File: src/rtl/div_pkg.sv
package div_pkg;
  typedef enum logic [1:0] {
    ST_IDLE = 2'd0,
    ST_RUN  = 2'd1,
    ST_FIX  = 2'd2
  } div_state_e;
endpackage

File: src/rtl/div_prep.sv
module div_prep #(
  parameter int K = 8
) (
  input  logic [2*K-1:0] dvd,
  input  logic [K-1:0]   dvs,
  input  logic           sm,
  output logic [2*K-1:0] dvd_mag,
  output logic [K-1:0]   dvs_mag,
  output logic           neg_q,
  output logic           neg_r,
  output logic           is_zero,
  output logic           is_ovf
);
  localparam int DW = 2 * K;

  function automatic logic [DW-1:0] mag_wide(input logic [DW-1:0] v, input logic s);
    return (s && v[DW-1]) ? (~v + 1'b1) : v;
  endfunction

  function automatic logic [K-1:0] mag_word(input logic [K-1:0] v, input logic s);
    return (s && v[K-1]) ? (~v + 1'b1) : v;
  endfunction

  logic dvd_neg, dvs_neg;

  always_comb begin
    dvd_neg = sm && dvd[DW-1];
    dvs_neg = sm && dvs[K-1];
    dvd_mag = mag_wide(dvd, sm);
    dvs_mag = mag_word(dvs, sm);
    neg_q   = dvd_neg ^ dvs_neg;
    neg_r   = dvd_neg;
    is_zero = (dvs == '0);
    is_ovf  = !is_zero && (dvd_mag[DW-1:K] >= dvs_mag);
  end
endmodule

File: src/rtl/div_step.sv
module div_step #(
  parameter int K = 8
) (
  input  logic [2*K-1:0] pr,
  input  logic [K-1:0]   dvs,
  output logic [2*K-1:0] pr_next,
  output logic           qbit
);
  logic [K:0] top;
  logic [K:0] diff;

  always_comb begin
    top     = pr[2*K-1:K-1];
    diff    = top - {1'b0, dvs};
    qbit    = (top >= {1'b0, dvs});
    pr_next = qbit ? {diff[K-1:0], pr[K-2:0], 1'b1}
                   : {pr[2*K-2:0], 1'b0};
  end
endmodule

File: src/rtl/div_fix.sv
module div_fix #(
  parameter int K = 8
) (
  input  logic [K-1:0] q_mag,
  input  logic [K-1:0] r_mag,
  input  logic         neg_q,
  input  logic         neg_r,
  output logic [K-1:0] q_out,
  output logic [K-1:0] r_out
);
  function automatic logic [K-1:0] apply_sign(input logic [K-1:0] v, input logic n);
    return n ? (~v + 1'b1) : v;
  endfunction

  always_comb begin
    q_out = apply_sign(q_mag, neg_q);
    r_out = apply_sign(r_mag, neg_r);
  end
endmodule

File: src/rtl/div_restoring_seq.sv
module div_restoring_seq #(
  parameter int K = 8
) (
  input  logic           clk,
  input  logic           rst_n,
  input  logic           start,
  input  logic           signed_mode,
  input  logic [2*K-1:0] dividend,
  input  logic [K-1:0]   divisor,
  output logic           busy,
  output logic           done,
  output logic [K-1:0]   quo_lo,
  output logic [K-1:0]   rem_hi,
  output logic           overflow,
  output logic           div_zero
);
  import div_pkg::*;

  localparam int DW = 2 * K;
  localparam int CW = $clog2(K + 1);
  localparam logic [CW-1:0] LAST_CNT = CW'(K - 1);

  div_state_e     state;
  logic [DW-1:0]  pr;
  logic [K-1:0]   dvs_r;
  logic           sm_r, negq_r, negr_r;
  logic [CW-1:0]  cnt;

  logic [DW-1:0]  dvd_mag;
  logic [K-1:0]   dvs_mag;
  logic           neg_q, neg_r, is_zero, is_ovf;
  logic [DW-1:0]  pr_next;
  logic           qbit;
  logic [K-1:0]   fix_q, fix_r;

  logic           accept;
  logic           iter_last;

  div_prep #(.K(K)) u_prep (
    .dvd(dividend), .dvs(divisor), .sm(signed_mode),
    .dvd_mag(dvd_mag), .dvs_mag(dvs_mag),
    .neg_q(neg_q), .neg_r(neg_r), .is_zero(is_zero), .is_ovf(is_ovf)
  );

  div_step #(.K(K)) u_step (
    .pr(pr), .dvs(dvs_r), .pr_next(pr_next), .qbit(qbit)
  );

  div_fix #(.K(K)) u_fix (
    .q_mag(pr[K-1:0]), .r_mag(pr[DW-1:K]),
    .neg_q(negq_r), .neg_r(negr_r),
    .q_out(fix_q), .r_out(fix_r)
  );

  assign busy      = (state != ST_IDLE);
  assign accept    = (state == ST_IDLE) && start;
  assign iter_last = (state == ST_RUN) && (cnt == '0);

  always_ff @(posedge clk or negedge rst_n) begin
    if (!rst_n) begin
      state    <= ST_IDLE;
      pr       <= '0;
      dvs_r    <= '0;
      sm_r     <= 1'b0;
      negq_r   <= 1'b0;
      negr_r   <= 1'b0;
      cnt      <= '0;
      done     <= 1'b0;
      quo_lo   <= '0;
      rem_hi   <= '0;
      overflow <= 1'b0;
      div_zero <= 1'b0;
    end else begin
      done <= 1'b0;
      unique case (state)
        ST_IDLE: begin
          if (start) begin
            if (is_zero) begin
              quo_lo   <= '1;
              rem_hi   <= dividend[K-1:0];
              div_zero <= 1'b1;
              overflow <= 1'b0;
              done     <= 1'b1;
            end else if (is_ovf) begin
              quo_lo   <= '1;
              rem_hi   <= '0;
              div_zero <= 1'b0;
              overflow <= 1'b1;
              done     <= 1'b1;
            end else begin
              pr     <= dvd_mag;
              dvs_r  <= dvs_mag;
              sm_r   <= signed_mode;
              negq_r <= neg_q;
              negr_r <= neg_r;
              cnt    <= LAST_CNT;
              state  <= ST_RUN;
            end
          end
        end
        ST_RUN: begin
          pr  <= pr_next;
          cnt <= cnt - 1'b1;
          if (cnt == '0) begin
            if (sm_r) begin
              state <= ST_FIX;
            end else begin
              quo_lo   <= pr_next[K-1:0];
              rem_hi   <= pr_next[DW-1:K];
              overflow <= 1'b0;
              div_zero <= 1'b0;
              done     <= 1'b1;
              state    <= ST_IDLE;
            end
          end
        end
        ST_FIX: begin
          quo_lo   <= fix_q;
          rem_hi   <= fix_r;
          overflow <= 1'b0;
          div_zero <= 1'b0;
          done     <= 1'b1;
          state    <= ST_IDLE;
        end
        default: state <= ST_IDLE;
      endcase
    end
  end


  done_busy_excl_chk: assert property (@(posedge clk) disable iff (!rst_n)
    done |-> !busy);


  done_pulse_chk: assert property (@(posedge clk) disable iff (!rst_n)
    done |=> !done);


  partial_rem_bound_chk: assert property (@(posedge clk) disable iff (!rst_n)
    (state == ST_RUN) |-> (pr[DW-1:K] < dvs_r));


  busy_hold_chk: assert property (@(posedge clk) disable iff (!rst_n)
    (busy && !iter_last && state != ST_FIX) |=> busy);


  zero_quot_chk: assert property (@(posedge clk) disable iff (!rst_n)
    (done && div_zero) |-> (quo_lo == '1 && !overflow));


  flag_fast_chk: assert property (@(posedge clk) disable iff (!rst_n)
    (accept && (is_zero || is_ovf)) |=> (done && !busy));


  fix_then_done_chk: assert property (@(posedge clk) disable iff (!rst_n)
    (state == ST_FIX) |=> done);
endmodule

File: config.mk
export PLATFORM = sky130hd
export DESIGN_NAME = div_restoring_seq
export DESIGN_NICKNAME = d
export VERILOG_FILES = /design/src/rtl/div_pkg.sv /design/src/rtl/div_prep.sv /design/src/rtl/div_step.sv /design/src/rtl/div_fix.sv /design/src/rtl/div_restoring_seq.sv
export SDC_FILE = /design/constraint.sdc
export NUM_CORES = 1
export LEC_CHECK = 0
export ABC_AREA = 1
export BUFFER_PORTS_ARGS = -buffer_cell sky130_fd_sc_hd__buf_2
export CAP_MARGIN = 20
export CORE_ASPECT_RATIO = 1.25
export CORE_UTILIZATION = 60
export CTS_CLUSTER_DIAMETER = 150
export DETAILED_ROUTE_END_ITERATION = 10
export HOLD_SLACK_MARGIN = 0.03
export PLACE_DENSITY = 0.85
export RECOVER_POWER = 100
export SETUP_SLACK_MARGIN = 0.1
export SLEW_MARGIN = 20
export SYNTH_ARGS = -nofsm -noshare
export SYNTH_HDL_FRONTEND = slang
export SYNTH_SLANG_ARGS = --single-unit
export TNS_END_PERCENT = 10
File: constraint.sdc
create_clock -name clk -period 5 [get_ports clk]
set_input_delay 0.75 -clock clk [delete_from_list [all_inputs] [get_ports clk]]
set_output_delay 0.75 -clock clk [all_outputs]
set_load 0.03 [all_outputs]
**Yosys cells after proc, flatten, opt, wreduce, memory -nomap -nowiden**

Cells that the tools add are included.
Widths: inputs -> output; s select.

- Flip-flop bits (word level): 52
- Latch bits: 0
- Bits in writable memories: 0
- Memory bits (read-only): 0
- Input bits: 28
- Output and inout bits: 20
- Word-level logic and storage cells: 96
- Memories kept: 0

- $add $sub $neg: 6
- Multipliers: 0
- Div/mod/pow operators: 0
- Order comparisons: 2
- Equal/unequal tests: 8
- Shifts and indexed selects: 0
- Multiplexer cells: 47
- Bitwise gates (word level): 7
- Reduce and logical (&&, ||, !) cells: 14

Operator list:

| cell | number |
|---|---|
| $mux 8 | 13 |
| $mux 16 | 5 |
| $pmux 8 s3 | 2 |
| $pmux 16 s2 | 1 |
| $add 8x1->8 const B | 3 |
| $not 8->8 | 3 |
| $add 16x1->16 const B | 1 |
| $not 16->16 | 1 |
| $mux 1 | 13 |
| $mux 4 | 3 |
| $reduce_and 4->1 | 3 |
| $mux 2 | 5 |
| $ge 9x8->1 | 1 |
| $pmux 1 s3 | 3 |
| $ge 8x8->1 | 1 |
| $logic_not 8->1 | 1 |
| $ne 2x2->1 const B | 4 |
| $pmux 4 s2 | 1 |
| $sub 8x8->8 | 1 |
| $reduce_and 5->1 | 1 |
| $logic_not 4->1 | 1 |
| $pmux 2 s2 | 1 |
| $reduce_bool 2->1 | 2 |
| $sub 4x1->4 const B | 1 |
| 10 further kinds | 13 |

**Longest topological paths before layout**

- Depth in word-level cells: 9
- Depth in mapped cells: 20
- Gate-level depth less buffers: 19

**Modules after synthesis**

A second synthesis with hierarchy kept.

- Cells, all modules: 736
- Area, all modules: 4,663.2 um^2

Modules (own cells, without submodules):

| module | instances | cells an instance | area each (um^2) | sequential area each (um^2) |
|---|---|---|---|---|
| div_restoring_seq | 1 | 372 | 2,713.9 | 1,301.2 |
| div_prep | 1 | 169 | 872.1 | 0.0 |
| div_step | 1 | 117 | 714.4 | 0.0 |
| div_fix | 1 | 78 | 362.8 | 0.0 |

**Least setup slack after synthesis**

No wires, ideal clock.

- Path type: input to register
- Start point: in dividend[1]
- End point: reg pr[7]
- Setup time: 0.121 ns
- Arrival: 2.844 ns
- Required time: 4.879 ns
- Setup slack: 2.036 ns
- Stages: 20
- Buffers on the path: 2
- Path through: inv_1 -> ha_1 -> nand3_1 -> nor2_1 -> nand2_1 -> nand2_1 -> xor2_1 -> inv_1 -> ha_1 -> nand2_1 -> o21bai_1 -> nand2_1 -> nand2_1 -> nand2_1 -> a21oi_2 -> buf_6 -> inv_2 -> buf_6 -> nand2_1 -> o21ai_1

- Longest elaborated chain between the ends: 7
- Elaborated cells on any way between the ends: 11
- Those cells by class: 1 x add/sub; 1 x order compare; 1 x eq/ne; 5 x mux; 1 x bitwise; 2 x reduce/logical

Ends and longest elaborated chain:

| item | line | RTL |
|---|---|---|
| start: declaration | div_restoring_seq.sv:8 | `input logic [2*K-1:0] dividend,` |
| $not 16->16 * | div_prep.sv:17 | `return (s && v[DW-1]) ? (~v + 1'b1) : v;` |
| $add 16x1->16 * | div_prep.sv:17 |  |
| $mux 16 * | div_prep.sv:17 |  |
| $ge 8x8->1 / $mux 16 (equally long branches) | div_prep.sv:34, div_restoring_seq.sv:84 |  |
| $logic_and 1x1->1 / $mux 16 (equally long branches) | div_prep.sv:34, div_restoring_seq.sv:78 |  |
| $ne 2x2->1 (no source line) / $mux 16 (equally long branches) | n/a |  |
| $reduce_and 4->1 (no source line) / $pmux 16 s2 (equally long branches) | n/a |  |
| end signal: assignment | div_restoring_seq.sv:91 | `pr <= dvd_mag;` |
| end signal: assignment | div_restoring_seq.sv:102 | `pr <= pr_next;` |
| end: declaration | div_restoring_seq.sv:24 | `logic [DW-1:0] pr;` |

Every way passes the cells marked *; elsewhere a longest branch is shown, timed or not. The select of a mux whose other input is x is not followed.
A chain may end at the register's enable or synchronous reset.

**Worst setup path in the final report**

- Start point: in signed_mode
- End point: reg quo_lo[7]

- Longest elaborated chain between the ends: 6
- Elaborated cells on any way between the ends: 8
- Those cells by class: 1 x order compare; 1 x eq/ne; 2 x mux; 4 x reduce/logical

Ends and longest elaborated chain:

| item | line | RTL |
|---|---|---|
| start: declaration | div_restoring_seq.sv:7 | `input logic signed_mode,` |
| $logic_and 1x1->1 (on tied branches) | div_prep.sv:17, div_prep.sv:21 |  |
| $mux 16 / $mux 8 (equally long branches) | div_prep.sv:17, div_prep.sv:21 |  |
| $ge 8x8->1 * | div_prep.sv:34 | `is_ovf = !is_zero && (dvd_mag[DW-1:K] >= dvs_mag);` |
| $logic_and 1x1->1 * | div_prep.sv:34 |  |
| $ne 3x3->1 (no source line) * | n/a |  |
| $reduce_and 5->1 (no source line) * | n/a |  |
| end signal: assignment | div_restoring_seq.sv:108 | `quo_lo <= pr_next[K-1:0];` |
| end signal: assignment | div_restoring_seq.sv:118 | `quo_lo <= fix_q;` |
| end: declaration | div_restoring_seq.sv:12 | `output logic [K-1:0] quo_lo,` |

Every way passes the cells marked *; elsewhere a longest branch is shown, timed or not.

==> run summary <==
Summed over all layers, the global routing overflow is 0. The final reports fail on max-capacitance violations, max-slew violations. Ranked by instance count, the synthesized netlist is headed by sky130_fd_sc_hd__nand2_1 (191), sky130_fd_sc_hd__inv_1 (89), sky130_fd_sc_hd__dfrtp_1 (52), sky130_fd_sc_hd__o21ai_0 (44), sky130_fd_sc_hd__nor2_1 (39). The CTS clock-pin slew for the worst setup and hold paths came out at roughly 0.10 ns. The number of hold-slack violations in the final timing report came out at 0. The worst setup path is captured at a flop.

In the final routed layout, each cell accounts on average for between 15 and 20 µm. The sequential element share of the synthesized area came out at approximately 31%. The non-filler instance count after layout came out at approximately 750. The total length of routed wires came out at about 11 mm.

In this run the remaining antenna-violating nets after routing total 0. The floorplan has 33 rows. Global routing consumed, over all layers together, approximately a third of the routing resources. TritonCTS built the clock tree. In the final timing run, aggregate negative setup slack is 0 ns.

The signal arrival time at the worst endpoint is about 4.2 ns. The maximum number of pins on one net before global-route repair is 29. After floorplanning, the core was sized to cover roughly 6600 µm².

The initial DRC count came out at 414. The number of cells on the worst hold path came out at 2. In the final layout, the share of cells above drive strength 1 is slightly above 8%. The number of hold-repair buffers added at the cts stage came out at 0. The global-route wire length before repair came out at between 15 and 20 mm. The H-tree was split into 2 levels.

The required time of the critical path is roughly 5.2 ns. The filler cells instantiated in the layout total roughly 570. The area of the die came out at 7290 µm². The tightest min-delay check is of the flop to flop type. In this run, synthesis produced a sequential element count of 52. The number of vias per cell after detailed routing came out at around 5.7. The insertion delay of the later-clocked pin in the worst-skew pair is between 0.3 and 0.4 ns.

After clock tree synthesis, the repair step resized 0 gates. The number of setup violations in the final report is 0. The register area came out at 1300 µm². The initial core utilization came out at a little over three fifths.

The count of unresolved DRC violations after routing is 0. The number of port buffers came out at 47. The worst setup path is launched from an input port. The cell area that synthesis handed to floorplanning was ~4200 µm². Along the worst path, the maximum fanout reaches 18. The power density of the placed cells came out at about 700 nW/µm². The mean instance size in the synthesized netlist came out at between 6 and 7 µm². Counting distinct cell types in the post-synthesis netlist gives 40.

The cell count of the worst reg-to-reg path is 10. The transition at the pin with the smallest max-transition slack came out at about 1.5 ns. The placer congestion estimate is slightly above 1. The post-CTS setup buffer count came out at 0. The post-DP HPWL is between 8 and 9 mm. The max-slew violation count came to 28. The number of global-route vias before repair came out at 4025. The count of nets after finishing came out at a little over 700. The total power is about 3100 µW. Setup repair after global routing left no endpoint under its margin. The library cell with the highest instance count after synthesis is sky130_fd_sc_hd__nand2_1. The clock net in this run drives a total of 52 sinks. The fraction of registers with async set/reset came out at 100%. For the finished layout, the period the worst path requires is approximately 4 ns. The first-pass iteration count of the detailed router is 7. The period utilization came out at between 70% and 80%. The maximum number of buffers from clock root to sink is 2.

The worst setup path is of the input port to flop kind. The number of enable-type register cells in the synthesized netlist came out at 0. Final hold analysis gives a worst-case slack of roughly 0.5 ns. TritonCTS created 5 clock buffers.

The run finished, with violations left. The worst setup skew after layout is between 0.009 and 0.01 ns. The final route contains 4260 vias. The most used flip-flop cell after synthesis is sky130_fd_sc_hd__dfrtp_1. The synthesized instance count came out at around 620. VDD sags by at most ~460 µV. In the final layout, the multi-input gates occupy 2370 µm². From left edge to right edge, the die measures ~77 µm. Clock tree synthesis selected as its root buffer the cell sky130_fd_sc_hd__clkbuf_8. Measured against its own limit, the worst slew margin works out to -2.08%. In this run the static leakage power is 0.00240 µW.

The top cell type's share of synthesized area came out at a little under a third. The biggest area contributor in the post-synthesis netlist is sky130_fd_sc_hd__dfrtp_1. For this design the top-level I/O count stands at 48.

The timing-limited maximum frequency is approximately 250 MHz. The post-placement cell count came out at 737. The number of max-cap violations is 1.

The number of antenna cells inserted is 0. The number of nets handed over by synthesis was approximately 670. The number of antenna violations at the first check in global routing is 0. During synthesis, Yosys emitted a total of 0 warnings. In the post-synthesis netlist, the biggest area contributors are sky130_fd_sc_hd__dfrtp_1 (31%), sky130_fd_sc_hd__nand2_1 (17%), sky130_fd_sc_hd__inv_1 (8.0%). The vertical die dimension came out at ~95 µm. From synthesis to final layout, the design area changed by 7.50%.
cell type report:
type | instances | area share (%)
flip-flops and latches | 52 | 29.0
clock inverters | 2 | 0.865
repair buffers | 50 | 5.05
inverters | 94 | 7.87
well taps | 87 | 2.43
multi-input cells | 454 | 52.9
clock buffers | 6 | 1.84
cells by family (layout without fill, tap and decap cells):
kind of cell / Yosys count / after routing / synth area share, %
adders and majority gates: 26 / 26 / 7.98
xor gates and xnor gates: 16 / 16 / 3.36
and+or+nand+nor: 306 / 306 / 32.1
AOI/OAI and AO/OA: 106 / 106 / 14.1
DFF: 52 / 52 / 31.2
buffers and inverters: 111 / 152 / 11.3
per-layer routing:
layer / vias to the layer above / global-route usage, % / wire length (µm)
met1: 1913 / 39.3 / 4310
met3: 61 / 6.32 / 950
met4: 0 / 22.4 / 675
met5: - / 0 / 0
met2: 237 / 55.0 / 5240
li1: 2049 / - / -
flip-flops by register name, summed over array words and instances, names as in the netlist:
name      cells
dvs_r         8
rem_hi        8
cnt           4
pr           16
done          1
overflow      1
quo_lo        8
negq_r        1
sm_r          1
div_zero      1
state         2
negr_r        1
through the flow:
stage	utilization (%)	setup WS [ns]	instance area (µm²)
global placement	66.5	1.28	4420
global route	67.4	0.651	4480
detailed placement	66.5	1.21	4420
CTS	68.3	1.52	4540
floorplan	-	2.04	4170
finish	67.4	1.01	4480
worst max-delay path: stages:
cell	delay, ns
sky130_fd_sc_hd__clkbuf_1	0.14
sky130_fd_sc_hd__nand2_1	0.26
sky130_fd_sc_hd__inv_1	0.43
sky130_fd_sc_hd__nand2_1	0.13
sky130_fd_sc_hd__xor2_1	0.33
sky130_fd_sc_hd__ha_1	0.31
sky130_fd_sc_hd__inv_1	0.06
sky130_fd_sc_hd__a21oi_1	0.05
sky130_fd_sc_hd__o21bai_1	0.13
sky130_fd_sc_hd__nand2_1	0.08
sky130_fd_sc_hd__nand2_1	0.10
sky130_fd_sc_hd__nand3_1	0.27
sky130_fd_sc_hd__nand2_1	0.63
sky130_fd_sc_hd__inv_2	0.23
sky130_fd_sc_hd__o21ai_0	0.19
sky130_fd_sc_hd__nand2_1	0.09
cells in the final DEF (no fill, tap or decap), drive strengths merged, types with 3 or more instances in the layout:
master and n:
clkbuf 29, a21oi 33, o31ai 3, xor2 14, nand2 196, nor3 9
nand3b 3, o21ai 53, o21a 7, inv 94, nand4 10, nand3 42
nor2 43, dfrtp 52, ha 25, buf 27
worst paths after layout:
path / to / slack, ns / start
min reg2reg: quo_lo[3] / 0.49 / quo_lo[3]
max reg2reg: pr[10] / 2.11 / state[1]
min in group asynchronous: pr[1] / 0.71 / rst_n
min: quo_lo[3] / 0.49 / quo_lo[3]
max in group asynchronous: dvs_r[6] / 2.24 / rst_n
max: quo_lo[7] / 1.01 / signed_mode
power breakdown:
part	leakage (µW)	total, µW	internal (µW)	switching [µW]
clock network	0.0000614	312	164	149
registers	0.000640	779	623	156
logic	0.00170	2030	624	1410
Power figures use the tool's default switching activity.
